### src/rtl/irq_ack_pkg.sv
package irq_ack_pkg;

  // Bus state of one machine cycle
  typedef enum logic [2:0] {
    PH_IDLE,
    PH_T1,
    PH_T2,
    PH_T3,
    PH_TW,
    PH_T4
  } tphase_e;

  // Position inside the two-cycle acknowledge sequence
  typedef enum logic [1:0] {
    SQ_IDLE,
    SQ_FIRST,
    SQ_GAP,
    SQ_SECOND
  } seq_e;

endpackage

### src/rtl/ack_tstate.sv
module ack_tstate
  import irq_ack_pkg::*;
(
  input  logic clk,
  input  logic rst_n,
  input  logic start,
  input  logic bus_rdy,
  output logic cmd_on,
  output logic last_t
);

  tphase_e ph_q, ph_d;

  always_comb begin
    ph_d = ph_q;
    unique case (ph_q)
      PH_IDLE: if (start) ph_d = PH_T1;
      PH_T1:   ph_d = PH_T2;
      PH_T2:   ph_d = PH_T3;
      PH_T3,
      PH_TW:   ph_d = bus_rdy ? PH_T4 : PH_TW;
      PH_T4:   ph_d = PH_IDLE;
      default: ph_d = PH_IDLE;
    endcase
  end

  always_ff @(posedge clk or negedge rst_n) begin
    if (!rst_n) ph_q <= PH_IDLE;
    else        ph_q <= ph_d;
  end

  // Command is active from T2 up to and including T4, waits included
  assign cmd_on = (ph_q == PH_T2) || (ph_q == PH_T3) ||
                  (ph_q == PH_TW) || (ph_q == PH_T4);
  assign last_t = (ph_q == PH_T4);

endmodule

### src/rtl/ack_ctrl.sv
module ack_ctrl
  import irq_ack_pkg::*;
#(
  parameter int GAP_CYCLES = 1
) (
  input  logic clk,
  input  logic rst_n,
  input  logic req_fire,
  input  logic last_t,
  output logic start,
  output logic capture,
  output logic busy
);

  localparam int GW = (GAP_CYCLES > 1) ? $clog2(GAP_CYCLES) : 1;

  seq_e          st_q;
  logic [GW-1:0] gap_q;
  logic          gap_done;

  assign gap_done = (st_q == SQ_GAP) && (gap_q == '0);

  always_ff @(posedge clk or negedge rst_n) begin
    if (!rst_n) begin
      st_q  <= SQ_IDLE;
      gap_q <= '0;
    end else begin
      unique case (st_q)
        SQ_IDLE:   if (req_fire) st_q <= SQ_FIRST;
        SQ_FIRST:  if (last_t) begin
                     st_q  <= SQ_GAP;
                     gap_q <= GW'(GAP_CYCLES - 1);
                   end
        SQ_GAP:    if (gap_done) st_q <= SQ_SECOND;
                   else          gap_q <= gap_q - 1'b1;
        SQ_SECOND: if (last_t) st_q <= SQ_IDLE;
        default:   st_q <= SQ_IDLE;
      endcase
    end
  end

  assign start   = ((st_q == SQ_IDLE) && req_fire) || gap_done;
  assign capture = (st_q == SQ_SECOND) && last_t;
  assign busy    = (st_q != SQ_IDLE);

endmodule

### src/rtl/ack_capture.sv
module ack_capture #(
  parameter int DATA_W    = 8,
  parameter int PTR_SHIFT = 2
) (
  input  logic                          clk,
  input  logic                          rst_n,
  input  logic                          capture,
  input  logic [DATA_W-1:0]             bus_in,
  output logic [DATA_W-1:0]             type_q,
  output logic                          valid_q,
  output logic [DATA_W+PTR_SHIFT-1:0]   ptr
);

  localparam int PTR_W = DATA_W + PTR_SHIFT;

  always_ff @(posedge clk or negedge rst_n) begin
    if (!rst_n) begin
      type_q  <= '0;
      valid_q <= 1'b0;
    end else begin
      valid_q <= capture;
      if (capture) type_q <= bus_in;
    end
  end

  assign ptr = PTR_W'(type_q) << PTR_SHIFT;

endmodule

### src/rtl/irq_ack_sequencer.sv
module irq_ack_sequencer #(
  parameter int DATA_W     = 8,
  parameter int PTR_SHIFT  = 2,
  parameter int GAP_CYCLES = 1
) (
  input  logic                        clk,
  input  logic                        rst_n,
  input  logic                        req_valid,
  output logic                        req_ready,
  input  logic                        bus_rdy,
  input  logic [DATA_W-1:0]           bus_din,
  output logic                        inta_n,
  output logic                        bus_oe,
  output logic                        hold_lock,
  output logic                        type_valid,
  output logic [DATA_W-1:0]           type_data,
  output logic [DATA_W+PTR_SHIFT-1:0] vec_ptr
);

  logic busy, start, capture, cmd_on, last_t, req_fire;

  assign req_fire = req_valid && !busy;

  ack_ctrl #(.GAP_CYCLES(GAP_CYCLES)) u_ctrl (
    .clk(clk), .rst_n(rst_n), .req_fire(req_fire), .last_t(last_t),
    .start(start), .capture(capture), .busy(busy)
  );

  ack_tstate u_tst (
    .clk(clk), .rst_n(rst_n), .start(start), .bus_rdy(bus_rdy),
    .cmd_on(cmd_on), .last_t(last_t)
  );

  ack_capture #(.DATA_W(DATA_W), .PTR_SHIFT(PTR_SHIFT)) u_cap (
    .clk(clk), .rst_n(rst_n), .capture(capture), .bus_in(bus_din),
    .type_q(type_data), .valid_q(type_valid), .ptr(vec_ptr)
  );

  assign req_ready = !busy;
  assign hold_lock = busy;
  assign bus_oe    = !busy;
  assign inta_n    = !cmd_on;

endmodule

### config.mk
export PLATFORM = sky130hd
export DESIGN_NAME = irq_ack_sequencer
export DESIGN_NICKNAME = d
export VERILOG_FILES = /design/src/rtl/irq_ack_pkg.sv /design/src/rtl/ack_tstate.sv /design/src/rtl/ack_ctrl.sv /design/src/rtl/ack_capture.sv /design/src/rtl/irq_ack_sequencer.sv
export SDC_FILE = /design/constraint.sdc
export NUM_CORES = 1
export LEC_CHECK = 0
export BUFFER_PORTS_ARGS = -buffer_cell sky130_fd_sc_hd__buf_2
export CAP_MARGIN = 25
export CORE_ASPECT_RATIO = 0.9
export CORE_UTILIZATION = 30
export CTS_CLUSTER_SIZE = 40
export DETAILED_ROUTE_END_ITERATION = 6
export PLACE_DENSITY = 0.54
export SLEW_MARGIN = 40
export SYNTH_ARGS = -nofsm -noshare
export SYNTH_HDL_FRONTEND = slang
export SYNTH_SLANG_ARGS = --single-unit
### constraint.sdc
create_clock -name clk -period 1.9 [get_ports clk]
set_input_delay 0.38 -clock clk [delete_from_list [all_inputs] [get_ports clk]]
set_output_delay 0.38 -clock clk [all_outputs]
set_load 0.02 [all_outputs]
# [Word level (Yosys, flattened, before mapping)]
# Index checks and enable logic that the tools add are counted.
[totals] reg_bits=15 out_inout_bits=23 word_cells=49
[classes] add_sub_neg=1 eq_ne=14 n_mux=11 bitwise=1 n_reduce_logical=17
[ops] operator="3-bit one-hot mux with 4 select lines" count=1
[ops] operator="2-bit two-way mux" count=4
[ops] operator="2-bit by 1-bit != test with 1-bit output (second input constant)" count=4
[ops] operator="2-bit one-hot mux with 4 select lines" count=1
[ops] operator="3-bit by 2-bit == test with 1-bit output (second input constant)" count=2
[ops] operator="3-bit == test (second input constant)" count=2
[ops] operator="2-bit == test (second input constant)" count=2
[ops] operator="1-bit logical AND" count=4
[ops] operator="1-bit logical OR" count=4
[ops] operator="2-bit != test (second input constant)" count=2
[ops] operator="4-bit AND reduction" count=1
[ops] operator="2-bit nonzero test" count=2
[ops] operator="3-bit by 1-bit == test with 1-bit output (second input constant)" count=1
[ops] operator="3-bit zero test" count=1
[ops] operator="1-bit two-way mux" count=3
[ops] operator="3-bit two-way mux" count=1
[ops] operator="3-bit AND reduction" count=1
[ops] operator="2-bit by 1-bit == test with 1-bit output (second input constant)" count=1
[ops] operator="1-bit zero test" count=2
[ops] operator="2-bit zero test" count=1
[ops] operator="1-bit one-hot mux with 2 select lines" count=1
[ops] operator="2-bit OR reduction" count=1
[ops] operator="1-bit NOT" count=1
[ops] operator="1-bit subtractor (second input constant)" count=1

# [Longest topological paths before layout]
# Gate-level depths: netlist of the first run.
[depth] depth_word=7 depth_mapped=5 mapped_depth_nobuf=5

# [Modules after synthesis]
# From an unflattened synthesis of the first run, not the netlist that was laid out.
[unflattened] cells_unflattened=73 hier_area_um2=868.3
[modules_own_cells] mod="ack_capture" n_inst=1 cells_per_inst=29 area_each_um2=435.4 seq_area_each_um2=225.2
[modules_own_cells] mod="ack_ctrl" n_inst=1 cells_per_inst=26 area_each_um2=255.2 seq_area_each_um2=75.1
[modules_own_cells] mod="ack_tstate" n_inst=1 cells_per_inst=14 area_each_um2=156.4 seq_area_each_um2=75.1
[modules_own_cells] mod="irq_ack_sequencer" n_inst=1 cells_per_inst=4 area_each_um2=21.3 seq_area_each_um2=0.0

# [Worst setup path after synthesis of the first run]
# No wires, ideal clock.
[synth_timing] kind="register to register" startpoint="reg u_ctrl.st_q[0]" endpoint="reg u_ctrl.st_q[1]" setup_time_ps=128 arrival_ps=1541 required_time_ps=1772 slack_ps=232 stages_incl_launch_ff=6 cell_sequence="dfrtp_1 inv_1 ha_1 inv_1 o221ai_2 mux2_1"
[synth_via] elab_chain_len=5
[synth_rtl] item="start, declared" line_no="ack_ctrl.sv:17" source="seq_e st_q;"
[synth_rtl] item="start signal, assigned" line_no="ack_ctrl.sv:25" source="st_q <= SQ_IDLE;"
[synth_rtl] item="start signal, assigned" line_no="ack_ctrl.sv:29" source="SQ_IDLE: if (req_fire) st_q <= SQ_FIRST;"
[synth_rtl] item="start signal, assigned" line_no="ack_ctrl.sv:31" source="st_q <= SQ_GAP;"
[synth_rtl] item="2-bit nonzero test" line_no="ack_ctrl.sv:44" source="assign busy = (st_q != SQ_IDLE);"
[synth_rtl] item="1-bit zero test"
[synth_rtl] item="via bus_oe" line_no="irq_ack_sequencer.sv:13" source="output logic bus_oe,"
[synth_rtl] item="1-bit logical AND" line_no="irq_ack_sequencer.sv:22" source="assign req_fire = req_valid && !busy;"
[synth_rtl] item="2-bit by 1-bit != test with 1-bit output (no line)"
[synth_rtl] item="4-bit AND reduction (no line)"
# The timed path passes the listed nets, and every way through them passes these cells.
# A chain may end at the register's enable or synchronous reset.

# [Worst setup path after layout of the first run]
[layout_timing] startpoint="reg u_ctrl.st_q[0]" endpoint="out hold_lock"
[layout_via] elab_chain_len=1
[layout_rtl] item="2-bit nonzero test" line_no="ack_ctrl.sv:44"
[layout_rtl] item="end, declared" line_no="irq_ack_sequencer.sv:14" source="output logic hold_lock,"
# No other way between the ends.

==> results of run 1 <==
==> final timing paths <==
check	start	end	slack [ns]
setup / recovery	u_ctrl.st_q[0]$_DFFE_PN0P_	hold_lock	0.27
hold reg to reg	u_tst.ph_q[2]$_DFFE_PN0P_	u_tst.ph_q[1]$_DFFE_PN0P_	0.50
min in group asynchronous	rst_n	u_cap.type_q[1]$_DFFE_PN0P_	0.52
hold / removal	bus_din[1]	u_cap.type_q[1]$_DFFE_PN0P_	0.33
max in group asynchronous	rst_n	u_tst.ph_q[0]$_DFFE_PN0P_	1.13
setup reg to reg	u_ctrl.st_q[0]$_DFFE_PN0P_	u_ctrl.st_q[1]$_DFFE_PN0P_	0.41
==> logic make-up (layout without fill, tap and decap cells) <==
logic type / after synthesis / in the layout / share of synthesized area
DFF: 15 / 15 / 0.465
other: 1 / 2 / 0.00465
buffers and inverters: 20 / 46 / 0.144
muxes: 10 / 10 / 0.138
and+or+nand+nor: 11 / 11 / 0.0760
adders and majority gates: 6 / 6 / 0.0930
AOI/OAI and AO/OA: 8 / 8 / 0.0791
==> power by group through the flow <==
stage	sequential, mW	combinational, mW	clock (mW)
finish	0.565	0.948	0.168
global route	0.593	1.06	0.192
CTS	0.570	0.966	0.178
detailed placement	0.575	0.958	0
global placement	0.562	0.950	0
floorplan	0.671	0.681	0
==> layout make-up <==
cell class                 instances  area (µm²)
inverter                           9        33.8
fill                             268        1550
multi-input combinational         37         319
tap                               28        35.0
sequential                        15         375
timing repair buffer              33         170
clock buffer                       4        26.3
==> cells in the mapped netlist, drive strengths merged, types with 2 or more instances <==
library cell,n,area [µm²]
and3b,2,17.5
inv,9,33.8
nor2,3,11.3
buf,11,82.6
nand2,3,13.8
mux2,9,101
dfrtp,15,375
ha,6,75.1
==> flip-flops by register name, summed over array words and instances, names as in the netlist <==
name / count
u_cap.type_q: 8
u_tst.ph_q: 3
u_ctrl.st_q: 2
u_cap.valid_q: 1
u_ctrl.gap_q: 1
==> per-layer routing <==
metal  global-route usage  vias to the layer above
met1                0.120                      270
li1                     -                      274
met4               0.0500                        0
met5                    0                        -
met2                0.200                       13
met3               0.0380                        2
==> what timing repair did <==
action / CTS / global route
endpoints found under the setup margin: 0 / 0
hold buffers: 1 / 0
hold endpoints to repair: 15 / 0
==> metrics by stage <==
step / utilization / cell area [µm²] / hold slack, ns / total power [mW] / std cells
3_5_place_dp: 0.368 / 923 / 0.297 / 1.53 / 121
6_report: 0.382 / 960 / 0.333 / 1.68 / 126
5_1_grt: 0.382 / 960 / 0.317 / 1.85 / 126
4_1_cts: 0.382 / 960 / 0.323 / 1.71 / 126
2_1_floorplan: - / 811 / 0.0844 / 1.35 / 72
3_3_place_gp: 0.368 / 923 / 0.306 / 1.51 / 121
==> metrics.txt, run 1 <==
outcome finished, violations left; failing checks DRC; H-tree levels 1; Clock Tree Buf Depth 2; Final Hold Fails 0; vias in the first global route 547; synthesized area per cell about 11 µm²; Post-Syn Area 807 µm²; Final Critical Period 1.63 ns; initial antenna violation count 0; crit share post-route 0.859; EDFF count, synth 0; WHS Path Cells 2; most frequent cells in the layout buf_2 (32), dfrtp_1 (15), inv_1 (9), mux2_2 (8), ha_1 (6); post-synthesis sequential area ratio 0.465; DRC 2; nets about 120; Final HPWL DP 1100 µm; crit-path most repeated cell inv_1; Async SR Flop Fraction 1.00; Clock Skew approximately 0.006 ns; FF-to-FF path depth 5; Slew Limit Fails 0; Primary FF master, synth dfrtp_1; Setup WS post-layout 0.268 ns; post-DR wirelength/cell approximately 11 µm; PortBufs 32; crit path cell chain inv_1 -> ha_1 -> inv_1 -> buf_2; via/cell ratio roughly 4.4; CP peak stage delay between 0.4 and 0.5 ns; Cell Int Power 0.915 mW; Root Buffer clkbuf_4; NetSw 0.767 mW; Post-CTS Setup Inserts 0; pin count of the biggest net entering global routing 16; DRT iter0 DRCs 9; first-pass GRT wire length around 2400 µm; Crit path buffers/inverters 3; leakage between 0.5 and 0.6 nW; remaining antenna violation count after routing 0; worst skew pair latency around 0.27 ns; Synth Instances about 70; DR top layer met4; I/O pins 35; WP depth 4; Core Rows 17; CTS Buf Count 3; post-CTS resize count 0; WP data arrival approximately 1.3 ns; most common cell after layout, fill and taps aside buf_2; setup_tns 0 ns; GP Congestion just under 0.7; Clock Power Share 0.100; HP Class input pin to register; switch share 0.456; Die Wd around 57 µm; crit path max fanout 4; RSZ-0062 raised after global routing false; Final setup viols 0; P&R area growth vs syn 18.9%; met2 WL post-DR between 700 and 800 µm; height of the die between 50 and 60 µm; #FFs+latches synth 15; maximum VDD drop between 0.6 and 0.7 mV; metal3 WL 41 µm; pwr/cell area about 1800 nW/µm²; Place WS just over 0.4 ns; startpoint types register; final wirelength 1340 µm; GRT Total Usage 0.112; Max Clock Freq approximately 610 MHz; GRT overflow 0; kind of critical path register to output port; CTS tree built; Core Region around 2500 µm²; die area slightly below 3000 µm²; Initial DRT Pass Iterations 6; Yosys warning count 0; CP delay by family, top flip-flops; Distinct cells, synth 23; Reg clk slew, reported paths around 0.080 ns; ratio of cells with drive above 1 in the final layout 0.459; via count between 500 and 600; max_cap viols 0; Reg power frac 0.336; Slowest-stage cell, CP dfrtp_1; DRT met1 WL between 500 and 600 µm; Antenna Cells 0; Req. time, crit path approximately 1.5 ns; Starting Density 0.322; Comb pwr share 0.564; CTS sink count 15; Setup crit end kind output port
Note: power is estimated with default switching activity, not from simulation.
==> run 2: changes to the inputs <==
--- a/config.mk
+++ b/config.mk
@@ -11,7 +11,7 @@
 export CORE_UTILIZATION = 30
 export CTS_CLUSTER_SIZE = 40
 export DETAILED_ROUTE_END_ITERATION = 6
-export PLACE_DENSITY = 0.54
+export PLACE_DENSITY = 0.56
 export SLEW_MARGIN = 40
 export SYNTH_ARGS = -nofsm -noshare
 export SYNTH_HDL_FRONTEND = slang
==> constraint.sdc (replaced) <==
create_clock -name clk -period 1.4 [get_ports clk]
set_input_delay 0.28 -clock clk [delete_from_list [all_inputs] [get_ports clk]]
set_output_delay 0.28 -clock clk [all_outputs]
set_load 0.02 [all_outputs]
==> run 2 against run 1 <==
Net effect:
- the flow finishes with violations (DRC, setup timing)
- worst hold slack worse by 0.11 ns
- count of clock-buffer cells in the layout did not move
- die area unchanged
- first-iteration DRC count shrank 67%
- largest cell class is now multi-input combinational cells
==> metrics.txt, run 2 (synthesis gave the netlist of run 1 again) <==
DR top layer met3; CTS sink count 15; Final HPWL DP around 1100 µm; crit path cell chain inv_2 -> ha_4 -> inv_2 -> buf_6; worst reg2reg setup slack -0.04 ns; Slew Limit Fails 0; crit share post-route 1.03; Die Wd 56.7 µm; pwr/cell area 2500 nW/µm²; DRT met1 WL between 600 and 700 µm; Antenna Cells 0; CTS tree built; worst setup path end inta_n; final wirelength roughly 1600 µm; maximum VDD drop approximately 1.1 mV; crit path max fanout 2; worst skew pair latency between 0.2 and 0.3 ns; I/O pins 35; Setup WS post-layout -0.0413 ns; Clock Skew roughly 0.0025 ns; metal3 WL 75 µm; Core Region between 2000 and 3000 µm²; first-pass GRT wire length 2620 µm; Req. time, crit path approximately 1.1 ns; filler instances between 200 and 250; max_cap viols 0; failing checks DRC, setup timing; via count 605; die area around 2900 µm²; Worst R2R Start u_tst.ph_q[2]$_DFFE_PN0P_; most frequent cells in the layout buf_2 (28), dfrtp_1 (15), buf_4 (10), mux2_2 (8), buf_6 (5); via/cell ratio 4.42; startpoint types register; P&R area growth vs syn 41.2%; area occupied by multi-input gates 385 µm²; CP delay by family, top flip-flops; R2R Path End u_ctrl.st_q[1]$_DFFE_PN0P_; number of flip-flops in the largest register 8; RSZ-0062 raised after global routing true; total power 2.85 mW; Setup crit end kind output port; PortBufs 32; initial antenna violation count 0; Clock Tree Buf Depth 2; pin count of the biggest net entering global routing 16; height of the die 51.2 µm; final core occ 0.454; leakage around 0.6 nW; Final Hold Fails 0; largest reg by FF count u_cap.type_q; worst setup path start u_tst.ph_q[2]$_DFFE_PN0P_; CP peak stage delay about 0.41 ns; Reg clk slew, reported paths around 0.08 ns; H-tree levels 1; FF-to-FF path depth 4; ratio of cells with drive above 1 in the final layout 0.633; Starting Density 0.322; GP Congestion between 0.8 and 0.9; crit-path most repeated cell inv_2; Crit path buffers/inverters 3; GRT overflow 0; nets 128; FF/Latch Area 375 µm²; kind of critical path register to output port; Final Critical Period ~1.4 ns; HP Class input pin to register; Final setup viols 4; DRC 2; CTS Buf Count 3; Top Registers u_cap.type_q (8), u_tst.ph_q (3), u_ctrl.st_q (2); Slowest-stage cell, CP dfrtp_1; Core Rows 17; met2 WL post-DR 846 µm; remaining antenna violation count after routing 0; post-DR wirelength/cell roughly 12 µm; outcome finished, violations left; Max Clock Freq 694 MHz; WP depth 4; Root Buffer clkbuf_4; Initial DRT Pass Iterations 5; WP data arrival 1.16 ns; most common cell after layout, fill and taps aside buf_2; vias in the first global route slightly above 600; GRT Total Usage 0.121; DRT iter0 DRCs 3
## run 2: cell types whose count changed in the layout (fill, tap and decap cells not counted), sizes merged
cell / change
buf: +11
## run 2: what timing repair did
item                                    in CTS  in global routing
hold buffers                                 1                  0
endpoints found under the setup margin       5                 15
pin swaps                                    4                  3
resized for setup                           12                 10
endpoints found under the hold margin       15                  0
gates cloned                                 0                  0
setup buffers                                8                  1
## run 2: worst min path at each step
stage	start	to	slack, ns	depth (start not counted)
detailed placement	rst_n	u_cap.type_q[2]$_DFFE_PN0P_	0.21	1
global placement	rst_n	u_cap.type_q[2]$_DFFE_PN0P_	0.21	1
finish	bus_din[2]	u_cap.type_q[2]$_DFFE_PN0P_	0.23	2
floorplan	rst_n	u_cap.type_q[0]$_DFFE_PN0P_	-0.02	0
CTS	bus_din[2]	u_cap.type_q[2]$_DFFE_PN0P_	0.22	2
global route	bus_din[2]	u_cap.type_q[2]$_DFFE_PN0P_	0.20	2
## run 2: layer usage
metal | track usage | up-vias
met3 | 0.0532 | 0
met5 | 0 | -
met4 | 0.0125 | 0
met1 | 0.144 | 297
li1 | - | 296
met2 | 0.210 | 12
## run 2: stage by stage
stage	worst slack [ns]	instances	hold WS [ns]	TNS [ns]	instance area (µm²)
floorplan	-0.00371	72	-0.0156	-0.00371	823
global placement	0.0471	124	0.207	0	958
detailed placement	0.00936	124	0.205	0	958
CTS	-0.0179	137	0.219	-0.0294	1090
global route	-0.0886	137	0.205	-0.582	1140
finish	-0.0413	137	0.227	-0.120	1140
## run 2: where the power goes
part           switching (mW)  internal [mW]
Clock                   0.129          0.110
Sequential              0.132          0.621
Combinational           0.969          0.886
## run 2: cell type report
type / instances / share of cell area
Multi-Input combinational cell: 37 / 0.338
Tap cell: 28 / 0.0307
Sequential cell: 15 / 0.329
Clock buffer: 4 / 0.0231
Inverter: 9 / 0.0318
Timing Repair Buffer: 44 / 0.247
==> run 3: changes to the inputs <==
--- a/config.mk
+++ b/config.mk
@@ -11,8 +11,9 @@
 export CORE_UTILIZATION = 30
 export CTS_CLUSTER_SIZE = 40
 export DETAILED_ROUTE_END_ITERATION = 6
-export PLACE_DENSITY = 0.56
+export PLACE_DENSITY = 0.55
 export SLEW_MARGIN = 40
 export SYNTH_ARGS = -nofsm -noshare
 export SYNTH_HDL_FRONTEND = slang
+export SYNTH_HIERARCHICAL = 1
 export SYNTH_SLANG_ARGS = --single-unit
==> run 3 against run 2 <==
Net effect:
- the run ends with setup timing left
- clock power grew 4%
- die area grew 7.3%
- global-route usage shrank 1.1 points
- cell area grew 8.8%
- sequential power shrank 5.6%
- area after synthesis grew 7.6%
- clock skew shrank 0.0014 ns
- register-to-register slack is essentially flat
- core utilization shrank 0.29 points
- largest cell class unchanged
- largest power group unchanged
- highest routed layer is now met4
==> metrics.txt, run 3 <==
via count ~660; PortBufs 32; P&R area growth vs syn 42.8%; leakage between 0.6 and 0.7 nW; synthesized area per cell 11.9 µm²; HP Class input pin to register; WHS approximately 0.23 ns; nets approximately 130; Setup crit end kind output port; Final Hold Fails 0; I/O pins 35; via/cell ratio around 4.2; Initial DRT Pass Iterations 4; Setup WS post-layout -0.0430 ns; post-synthesis sequential area ratio 0.432; DRC 0; Slew Limit Fails 0; filler instances between 200 and 300; final wirelength 1670 µm; switch share 0.411; EDFF count, synth 0; maximum VDD drop roughly 1 mV; max_cap viols 0; Core Rows 18; Distinct cells, synth 25; dpl cells 141; crit share post-route 1.03; Clock Skew 0.00111 ns; crit path max fanout 4; die area slightly above 3000 µm²; Top Registers u_cap/type_q (8), u_tst/ph_q (3), u_ctrl/st_q (2); Final HPWL DP ~1100 µm; post-DR wirelength/cell 10.8 µm; GRT overflow 0; Cell Int Power roughly 1.7 mW; first-pass GRT wire length between 2000 and 3000 µm; worst skew pair latency between 0.2 and 0.3 ns; Synth Instances 73; Synth area leaders dfrtp_1 (43%), mux2_4 (16%), buf_4 (9.5%); RSZ-0062 raised after global routing true; largest area contributor in the netlist dfrtp_1; #FFs+latches synth 15; post-synth top area share 0.432; Async SR Flop Fraction 1.00; Starting Density 0.316; GP Congestion between 0.7 and 0.8; Post-Syn Area slightly below 900 µm²; Req. time, crit path about 1.1 ns; Clock Power Share 0.086; Reg power frac 0.248; Max Clock Freq approximately 690 MHz; number of flip-flops in the largest register 8; setup_tns -0.159 ns; outcome finished, violations left; WP data arrival ~1.2 ns; remaining antenna violation count after routing 0; Die Wd 58.7 µm; GRT Total Usage 0.110; Comb pwr share 0.666; pin count of the biggest net entering global routing 16; most frequent cells in the layout buf_2 (29), dfrtp_1 (15), buf_4 (13), mux2_4 (9), buf_6 (5); final core occ 0.451; Final Critical Period around 1.4 ns; CTS Buf Count 3; DRT iter0 DRCs 22; startpoint types register; most frequent cell after synthesis dfrtp_1; Final Non-Filler Cells 155; CTS sink count 15; NetSw 1.18 mW; Core Region 2750 µm²; top cells by count, synth dfrtp_1 (15), buf_4 (11), mux2_4 (9); Yosys warning count 6; ratio of cells with drive above 1 in the final layout 0.661; Root Buffer clkbuf_4; pwr/cell area ~2300 nW/µm²; largest reg by FF count u_cap/type_q; initial antenna violation count 0; H-tree levels 1; Reg clk slew, reported paths 0.09 ns; kind of critical path register to output port; vias in the first global route roughly 600; fin area approximately 1200 µm²; failing checks setup timing; height of the die roughly 53 µm; Clock Tree Buf Depth 2; Primary FF master, synth dfrtp_1; CTS tree built; placed inst area 1060 µm²; Final setup viols 5; most common cell after layout, fill and taps aside buf_2; Antenna Cells 0
==> run 3: what timing repair did <==
action                                  CTS  global route
endpoints found under the hold margin    15             0
endpoints found under the setup margin   15            16
pin swaps                                 3             4
setup buffers                             8             0
hold buffers                              1             0
gates resized for setup                  16             6
cloned                                    0             1
==> run 3: path summary, 6_finish.rpt <==
kind	start	to	slack, ns	depth (start not counted)
worst min-delay path	bus_din[2]	u_cap/type_q[2]$_DFFE_PN0P_	0.23	2
worst max register to register	u_ctrl/st_q[1]$_DFFE_PN0P_	u_ctrl/st_q[1]$_DFFE_PN0P_	-0.03	6
min in group asynchronous	rst_n	u_cap/type_q[4]$_DFFE_PN0P_	0.42	2
worst min register to register	u_cap/type_q[2]$_DFFE_PN0P_	u_cap/type_q[2]$_DFFE_PN0P_	0.53	1
max in group asynchronous	rst_n	u_tst/ph_q[1]$_DFFE_PN0P_	0.72	2
worst max-delay path	u_ctrl/st_q[1]$_DFFE_PN0P_	req_ready	-0.04	5
==> run 3: stage by stage <==
stage	worst slack, ns	power, mW
final	-0.0430	2.87
after global routing	-0.117	3.08
after CTS	-0.0712	2.82
after detailed placement	-0.150	2.25
after global placement	-0.117	2.23
after floorplan	-0.0191	1.89
==> run 3: layer usage <==
metal,track usage,part of all wire
met1,0.123,0.44
met2,0.203,0.47
met3,0.0465,0.074
met4,0.0119,0.015
met5,0,0
==> run 3: final cells by class <==
class,count,area (µm²),area share
clock buffer,3,22.5,0.0182
clock inverter,1,5.00,0.00404
inverter,6,30.0,0.0242
multi-input combinational,42,448,0.361
sequential,15,375,0.303
tap,40,50.0,0.0404
timing repair buffer,48,309,0.249
==> run 3: cell families (layout without fill, tap and decap cells) <==
family                     count (synthesis)  in the layout  synth area share
buffers and inverters                     18             58             0.134
and+or+nand+nor                           16             17             0.102
DFF                                       15             15             0.432
muxes                                     10             10             0.167
adders and majority gates                  6              6            0.0865
AOI/OAI and AO/OA                          5              5            0.0533
xor gates and xnor gates                   2              2            0.0202
other                                      1              2           0.00432
==> run 3: power groups by stage <==
stage	combinational, mW	sequential, mW	clock [mW]
after global routing	2.06	0.734	0.286
final	1.91	0.711	0.248
after floorplan	1.03	0.860	0
after CTS	1.84	0.710	0.266
after detailed placement	1.53	0.719	0
after global placement	1.51	0.720	0
==> run 3: critical path: stages (launching register included) <==
cell and delay [ns]:
dfrtp_1 0.42, inv_2 0.10, ha_4 0.16, inv_6 0.04
inv_4 0.05, buf_6 0.10
